<file path="src/rtl/desc_ring_pkg.sv">
package desc_ring_pkg;

    localparam int ADDR_W   = 64;
    localparam int LEN_W    = 16;
    localparam int OP_W     = 8;
    localparam int DESC_W   = 128;
    localparam int SEG_W    = ADDR_W + LEN_W + OP_W;
    localparam int MAX_SEGS = 8;

    localparam logic [OP_W-1:0] OP_NONE = '0;

    localparam int BIT_LAST = 88;

    typedef enum logic {
        ST_IDLE  = 1'b0,
        ST_WRITE = 1'b1
    } wr_state_e;

    typedef struct packed {
        logic [ADDR_W-1:0] addr;
        logic [LEN_W-1:0]  len;
        logic [OP_W-1:0]   op;
    } seg_t;

    typedef struct packed {
        logic [DESC_W-ADDR_W-LEN_W-OP_W-4:0] rsvd;
        logic              ieot;
        logic              bei;
        logic              last;
        logic [OP_W-1:0]   opcode;
        logic [LEN_W-1:0]  len;
        logic [ADDR_W-1:0] addr;
    } desc_t;

    function automatic logic len_is_bytes(seg_t s, logic cmd);
        return !(cmd && (s.op != OP_NONE));
    endfunction

    function automatic desc_t build_desc(seg_t s, logic cmd, logic toward, logic fin);
        desc_t d;
        d        = '0;
        d.addr   = s.addr;
        d.len    = len_is_bytes(s, cmd) ? s.len : {{(LEN_W-OP_W){1'b0}}, s.op};
        d.opcode = cmd ? s.op : OP_NONE;
        d.last   = fin;
        d.bei    = toward;
        d.ieot   = fin;
        return d;
    endfunction

endpackage

</file>
<file path="src/rtl/desc_ring_ptr.sv">
module desc_ring_ptr #(
    parameter int IDX_W = 4
) (
    input  logic             clk,
    input  logic             rst,
    input  logic             load,
    input  logic [IDX_W-1:0] load_val,
    input  logic             step,
    output logic [IDX_W-1:0] slot,
    output logic [IDX_W-1:0] slot_next
);

    logic [IDX_W-1:0] slot_q;

    // Power-of-two ring: natural overflow of the index gives the wrap.
    assign slot_next = slot_q + IDX_W'(1);
    assign slot      = slot_q;

    always_ff @(posedge clk) begin
        if (rst) begin
            slot_q <= '0;
        end else if (load) begin
            slot_q <= load_val;
        end else if (step) begin
            slot_q <= slot_next;
        end
    end

    AST_SLOT_STEP: assert property (@(posedge clk) disable iff (rst)
        (step && !load) |=> (slot_q == $past(slot_q) + IDX_W'(1)));

endmodule

</file>
<file path="src/rtl/desc_seg_fmt.sv">
module desc_seg_fmt
    import desc_ring_pkg::*;
#(
    parameter int NSEG  = 8,
    parameter int SEL_W = 4
) (
    input  logic [NSEG*SEG_W-1:0] seg_flat,
    input  logic [SEL_W-1:0]      sel,
    input  logic                  cmd_chan,
    input  logic                  toward,
    input  logic                  is_last,
    output desc_t                 desc_o,
    output logic [LEN_W-1:0]      bytes_o
);

    seg_t segs [NSEG];
    seg_t cur;

    for (genvar g = 0; g < NSEG; g++) begin : g_unpack
        assign segs[g] = seg_flat[g*SEG_W +: SEG_W];
    end

    always_comb begin
        cur = '0;
        for (int i = 0; i < NSEG; i++) begin
            if (sel == SEL_W'(i)) cur = segs[i];
        end
    end

    assign desc_o  = build_desc(cur, cmd_chan, toward, is_last);
    assign bytes_o = len_is_bytes(cur, cmd_chan) ? cur.len : '0;

endmodule

</file>
<file path="src/rtl/desc_ring_writer.sv">
module desc_ring_writer
    import desc_ring_pkg::*;
#(
    parameter  int RING_DEPTH = 16,
    parameter  int NSEG       = desc_ring_pkg::MAX_SEGS,
    localparam int IDX_W      = $clog2(RING_DEPTH),
    localparam int CNT_W      = $clog2(NSEG) + 1,
    localparam int BYTE_W     = desc_ring_pkg::LEN_W + $clog2(NSEG) + 1
) (
    input  logic                   clk,
    input  logic                   rst,
    input  logic                   cfg_cmd_chan,
    input  logic                   cfg_toward_dev,
    input  logic                   cmt_valid,
    input  logic [CNT_W-1:0]       cmt_count,
    input  logic                   cmt_ring_db,
    input  logic [NSEG*64-1:0]     cmt_addr,
    input  logic [NSEG*16-1:0]     cmt_len,
    input  logic [NSEG*8-1:0]      cmt_op,
    output logic                   busy,
    output logic                   reject,
    output logic                   desc_we,
    output logic [IDX_W-1:0]       desc_slot,
    output logic [127:0]           desc_data,
    output logic                   done,
    output logic                   doorbell,
    output logic [IDX_W-1:0]       wr_index,
    output logic [BYTE_W-1:0]      byte_total
);

    wr_state_e              state_q;
    logic [CNT_W-1:0]       k_q, n_q;
    logic                   db_q, cmd_q, tow_q;
    logic [BYTE_W-1:0]      acc_q;
    logic                   done_q, db_out_q, rej_q;
    logic [IDX_W-1:0]       head_q;
    logic [BYTE_W-1:0]      bytes_q;
    logic [NSEG*SEG_W-1:0]  seg_in, seg_q;

    logic                   accept, writing, is_last;
    logic [IDX_W-1:0]       slot, slot_next;
    desc_t                  desc;
    logic [LEN_W-1:0]       seg_bytes;
    logic [BYTE_W-1:0]      acc_next;

    for (genvar g = 0; g < NSEG; g++) begin : g_pack
        assign seg_in[g*SEG_W +: SEG_W] = {cmt_addr[g*64 +: 64], cmt_len[g*16 +: 16], cmt_op[g*8 +: 8]};
    end

    assign accept   = cmt_valid && (state_q == ST_IDLE);
    assign writing  = (state_q == ST_WRITE);
    assign is_last  = (k_q == n_q - CNT_W'(1));
    assign acc_next = acc_q + BYTE_W'(seg_bytes);

    desc_ring_ptr #(.IDX_W(IDX_W)) u_ptr (
        .clk       (clk),
        .rst       (rst),
        .load      (accept),
        .load_val  (head_q),
        .step      (writing),
        .slot      (slot),
        .slot_next (slot_next)
    );

    desc_seg_fmt #(.NSEG(NSEG), .SEL_W(CNT_W)) u_fmt (
        .seg_flat (seg_q),
        .sel      (k_q),
        .cmd_chan (cmd_q),
        .toward   (tow_q),
        .is_last  (is_last),
        .desc_o   (desc),
        .bytes_o  (seg_bytes)
    );

    always_ff @(posedge clk) begin
        if (rst) begin
            state_q  <= ST_IDLE;
            k_q      <= '0;
            n_q      <= '0;
            db_q     <= 1'b0;
            cmd_q    <= 1'b0;
            tow_q    <= 1'b0;
            acc_q    <= '0;
            done_q   <= 1'b0;
            db_out_q <= 1'b0;
            rej_q    <= 1'b0;
            head_q   <= '0;
            bytes_q  <= '0;
            seg_q    <= '0;
        end else begin
            done_q   <= 1'b0;
            db_out_q <= 1'b0;
            rej_q    <= 1'b0;
            if (accept) begin
                if (cmt_count > CNT_W'(NSEG)) begin
                    rej_q <= 1'b1;
                end else if (cmt_count == '0) begin
                    done_q  <= 1'b1;
                    bytes_q <= '0;
                end else begin
                    state_q <= ST_WRITE;
                    k_q     <= '0;
                    n_q     <= cmt_count;
                    db_q    <= cmt_ring_db;
                    cmd_q   <= cfg_cmd_chan;
                    tow_q   <= cfg_toward_dev;
                    acc_q   <= '0;
                    seg_q   <= seg_in;
                end
            end else if (writing) begin
                acc_q <= acc_next;
                if (is_last) begin
                    state_q  <= ST_IDLE;
                    done_q   <= 1'b1;
                    db_out_q <= db_q;
                    head_q   <= slot_next;
                    bytes_q  <= acc_next;
                end else begin
                    k_q <= k_q + CNT_W'(1);
                end
            end
        end
    end

    assign busy       = writing;
    assign reject     = rej_q;
    assign desc_we    = writing;
    assign desc_slot  = slot;
    assign desc_data  = desc;
    assign done       = done_q;
    assign doorbell   = db_out_q;
    assign wr_index   = head_q;
    assign byte_total = bytes_q;

    AST_LAST_STOPS: assert property (@(posedge clk) disable iff (rst)
        (desc_we && desc_data[BIT_LAST]) |=> !desc_we);

    AST_DB_WITH_DONE: assert property (@(posedge clk) disable iff (rst)
        doorbell |-> done);

    AST_REJECT_QUIET: assert property (@(posedge clk) disable iff (rst)
        reject |-> (!desc_we && !done));

    AST_HEAD_STABLE: assert property (@(posedge clk) disable iff (rst)
        !done |-> $stable(wr_index));

    AST_BUSY_IGNORES: assert property (@(posedge clk) disable iff (rst)
        (busy && cmt_valid) |=> !reject);

endmodule

</file>
<file path="config.mk">
export PLATFORM = sky130hd
export DESIGN_NAME = desc_ring_writer
export DESIGN_NICKNAME = d
export VERILOG_FILES = /design/src/rtl/desc_ring_pkg.sv /design/src/rtl/desc_ring_ptr.sv /design/src/rtl/desc_seg_fmt.sv /design/src/rtl/desc_ring_writer.sv
export SDC_FILE = /design/constraint.sdc
export NUM_CORES = 2
export LEC_CHECK = 0
export BUFFER_PORTS_ARGS = -buffer_cell sky130_fd_sc_hd__buf_2
export CORE_AREA = 2 2 343 345
export CTS_CLUSTER_SIZE = 16
export DETAILED_ROUTE_END_ITERATION = 8
export DIE_AREA = 0 0 345 347
export GPL_ROUTABILITY_DRIVEN = 0
export SYNTH_ARGS = -nofsm -noshare
export SYNTH_HDL_FRONTEND = slang
export SYNTH_SLANG_ARGS = --single-unit
</file>
<file path="constraint.sdc">
create_clock -name clk -period 6.15 [get_ports clk]
set_input_delay 0.3075 -clock clk [delete_from_list [all_inputs] [get_ports clk]]
set_output_delay 0.3075 -clock clk [all_outputs]
set_load 0.02 [all_outputs]
</file>
==> impl_metrics.py <==
metrics = {
    "status": {
        "status": "complete, no violations",
    },
    "global_routing": {
        "grt_overflow_total": 0,
        "antenna_found_initial": 27,
        "maximum_number_of_pins_on_one_net_before_global_route_repair": 214,
        "global_route.peak_usage_layer": "met2",
        "global_route.usage.total_pct": 24.3,
        "vias_in_the_first_global_route": 36878,
        "grt_use_met1_pct": 29.9,
        "grt_use_met2_pct": 40.1,
        "fraction_of_met3_tracks_used_by_global_routing_pct": 4.41,
        "grt_pass1_wl_microns": 225000,
    },
    "placed_design": {
        "number_of_i_o_port_buffers": 837,
        "dpl-instance-area_sq_um": 38600,
        "post-dp-hpwl_microns": 103000,
        "preCtsSetupSlack_ns": 0.923,
    },
    "clock_tree": {
        "clock_sinks": 767,
        "worst_skew_pair.late_latency_ns": 0.67,
        "cts_inserted_buffers": 86,
        "maximum_clock_path_buffer_count": 3,
        "tritoncts_clock_tree": "built",
        "post_cts_resize_count": 0,
        "cts.hold.buffers_added": 710,
        "cts_max_level": 3,
        "clock-root-buffer": "sky130_fd_sc_hd__clkbuf_16",
        "post_cts_setup_buffers": 0,
        "clk_transition_reported_paths_ns": 0.06,
    },
    "worst_setup_path": {
        "worst_ep_arrival_time_ns": 5.84,
        "worst_setup_end_kind": "flip-flop",
        "worstRegToRegCells": 18,
        "startpoint_type": "flip-flop",
        "critical_path_peak_fanout": 23,
        "timing_worst_setup_path_type": "reg -> reg",
        "critical_path_required_ns": 6.69,
    },
    "synthesis": {
        "number_of_register_bits_inferred_by_synthesis": 767,
        "synth_edf_count": 0,
        "syn_warnings": 0,
        "netlist_instances": 4601,
        "yosysSeqAreaShare_pct": 45.5,
        "synth_top_family_by_area": "compound AO/OA/AOI/OAI gates",
        "proportion_of_synthesized_area_in_mux_cells_pct": 0.207,
        "synth-xor-area-share_pct": 0.700,
        "synthArstFlopShare_pct": 0,
        "fraction_of_the_mapped_netlist_area_in_simple_logic_gates_pct": 21.7,
        "synth.cell_area_sq_um": 33800,
        "dominantRegCellSynth": "sky130_fd_sc_hd__dfxtp_1",
        "synthAdderAreaFrac_pct": 0.874,
        "post_synthesis_mean_instance_area_sq_um": 7.34,
        "synth-compound-area-share_pct": 24.6,
        "netlist-cell-type-count": 65,
    },
    "floorplan": {
        "fp.coreArea_sq_um": 116000,
        "initial_core_utilization_pct": 29.2,
        "pin_count": 875,
        "floorplan.die.height_microns": 347,
        "die-width_microns": 345,
        "row_count": 125,
        "design.die.area_sq_um": 120000,
    },
    "layout": {
        "fillerInstances": 11464,
        "finish.instance_area_sq_um": 48600,
        "multi_input_area_sq_um": 16500,
        "sequential_cell_area_sq_um": 15400,
        "fin_nets": 6628,
        "layout-drive-gt1-share_pct": 17.7,
        "post-route-util_pct": 42.0,
        "syn_to_final_growth_pct": 43.9,
    },
    "pwr": {
        "powerDensity_nw_per_um2": 262,
        "ir_drop_mv": 0.185,
        "static-leakage-power_nw": 19.1,
    },
    "drt": {
        "drt_drc_violations_left": 0,
        "ant_nets": 0,
        "detailroute.via_count": 38506,
        "drt_first_pass_iters": 6,
        "dr.first_iter.drc_count": 3741,
        "wl_per_cell_microns": 20.5,
        "vias_per_cell": 5.13,
        "drt-total-wl_microns": 153000,
    },
    "timing": {
        "fmax_ghz": 0.189,
        "setup-violations-final": 0,
        "final.period_utilization_pct": 86.1,
        "grt_setup_unrepaired": "false",
        "tightest_slew_ns": 1.08,
        "setup_ws_final_ns": 0.854,
        "final.min_clock_period_ns": 5.30,
        "clock-skew-final_ns": 0.0287,
        "final.setup.tns_ns": 0,
        "hold_viol_final": 0,
        "timing.max_slew.rel_slack_pct": 28.3,
        "drv_slew": 0,
    },
    "run": {
        "maxCapViolCount": 0,
    },
    "hold_path": {
        "worst_hold_path_type": "in -> reg",
        "worstHoldPathCells": 3,
    },
}
per-stage QoR:
| step | hold WS (ns) | std cells | total power [mW] |
|---|---|---|---|
| global placement | 0.438 | 6617 | 7.16 |
| finish | 0.0521 | 7502 | 12.7 |
| detailed placement | 0.446 | 6617 | 7.18 |
| floorplan | 0.431 | 4637 | 6.48 |
| CTS | 0.00407 | 7480 | 12.8 |
| global route | 0.0129 | 7498 | 13.2 |
cell families (layout without fill, tap and decap cells):
| family | Yosys count | in the layout |
|---|---|---|
| simple gates | 1892 | 1892 |
| compound gates | 1428 | 1428 |
| flops | 767 | 767 |
| buf+inv | 456 | 1775 |
| xor+xnor | 27 | 27 |
| fa+ha+maj | 23 | 23 |
| mux | 7 | 7 |
| other cells | 1 | 59 |
worst max-delay path, cell delays in order (launching register included):
cell and delay [ns]:
sky130_fd_sc_hd__dfxtp_1 0.50, sky130_fd_sc_hd__inv_1 0.16, sky130_fd_sc_hd__ha_2 0.38, sky130_fd_sc_hd__nor2_1 0.79, sky130_fd_sc_hd__o21ai_1 0.14, sky130_fd_sc_hd__a21o_1 0.22, sky130_fd_sc_hd__o22ai_1 0.22, sky130_fd_sc_hd__nor2_1 0.13
sky130_fd_sc_hd__a31oi_4 0.23, sky130_fd_sc_hd__buf_4 0.36, sky130_fd_sc_hd__nor2_1 0.13, sky130_fd_sc_hd__fa_1 0.44, sky130_fd_sc_hd__a211oi_1 0.21, sky130_fd_sc_hd__o21ai_0 0.16, sky130_fd_sc_hd__a21oi_1 0.35, sky130_fd_sc_hd__o31a_1 0.27
sky130_fd_sc_hd__a21oi_2 0.14, sky130_fd_sc_hd__xor2_1 0.16, sky130_fd_sc_hd__a22o_1 0.20
synthesized netlist by cell type (all sizes together), types with 9 or more instances:
cell    count  area, sq um
a21oi     907         4550
a22oi     145         1090
clkbuf    181          679
a21o       10         75.1
o211ai    135         1010
a221o       9         90.1
nor2      136          510
a221oi      9         78.8
and2       13         81.3
o21bai     10         75.1
dfxtp     767        15400
nand2    1666         6250
buf       252         1390
o21ai     118          591
xor2       13          114
xnor2      14          123
o22ai      18          113
inv        23         86.3
nor3       25          161
nand3      16         80.1
ha         22          275
a211oi     11         82.6
a31oi       9         71.3
final timing paths:
| path | startpoint | to | slack, ns |
|---|---|---|---|
| hold / removal | cmt_op[42] | seg_q[442] | 0.05 |
| setup reg to reg | k_q[0] | byte_total[16] | 0.85 |
| setup / recovery | k_q[0] | byte_total[16] | 0.85 |
| hold reg to reg | seg_q[300] | seg_q[300] | 0.45 |
power breakdown:
group          switching, mW  internal, mW
combinational           1.21         0.854
sequential             0.177          5.24
clock                   2.20          3.06
total                   3.59          9.15
area by class of cell:
type	count	area share, %
Multi-Input combinational cell	3414	33.9
Sequential cell	767	31.6
Timing Repair Buffer	1599	24.4
Clock buffer	125	5.18
Tap cell	1524	3.92
Clock inverter	28	0.698
Inverter	23	0.178
Antenna cell	22	0.113
registers in the layout (all words and copies together), names as in the netlist, 4 cells and up:
signal	flops
k_q	4
n_q	4
wr_index	4
acc_q	20
byte_total	20
seg_q	704
u_ptr.slot	4
cells in the final DEF, fill, tap and decap left out, types with 14 or more instances in the layout:
cell type | synthesis | layout
sky130_fd_sc_hd__dlygate4sd3_1 | 0 | 710
sky130_fd_sc_hd__o21ai_0 | 114 | 114
sky130_fd_sc_hd__buf_4 | 55 | 39
sky130_fd_sc_hd__clkbuf_16 | 0 | 87
sky130_fd_sc_hd__clkbuf_8 | 0 | 20
sky130_fd_sc_hd__o211ai_1 | 135 | 135
sky130_fd_sc_hd__nor2_1 | 136 | 135
sky130_fd_sc_hd__buf_2 | 175 | 836
sky130_fd_sc_hd__diode_2 | 0 | 22
sky130_fd_sc_hd__a21oi_1 | 904 | 904
sky130_fd_sc_hd__conb_1 | 1 | 37
sky130_fd_sc_hd__nand3_1 | 16 | 16
sky130_fd_sc_hd__ha_1 | 22 | 18
sky130_fd_sc_hd__dfxtp_1 | 767 | 766
sky130_fd_sc_hd__xnor2_1 | 14 | 14
sky130_fd_sc_hd__nor3_1 | 19 | 19
sky130_fd_sc_hd__o22ai_1 | 18 | 18
sky130_fd_sc_hd__clkbuf_1 | 181 | 18
sky130_fd_sc_hd__a22oi_1 | 145 | 145
sky130_fd_sc_hd__inv_1 | 22 | 22
sky130_fd_sc_hd__nand2_1 | 1666 | 1662
per-layer routing:
| metal | vias up | wire, microns |
|---|---|---|
| li1 | 18027 | - |
| met1 | 18006 | 61200 |
| met2 | 1968 | 71700 |
| met3 | 495 | 11500 |
| met4 | 10 | 9020 |
| met5 | - | 69 |
Note: power is estimated with default switching activity, not from simulation.
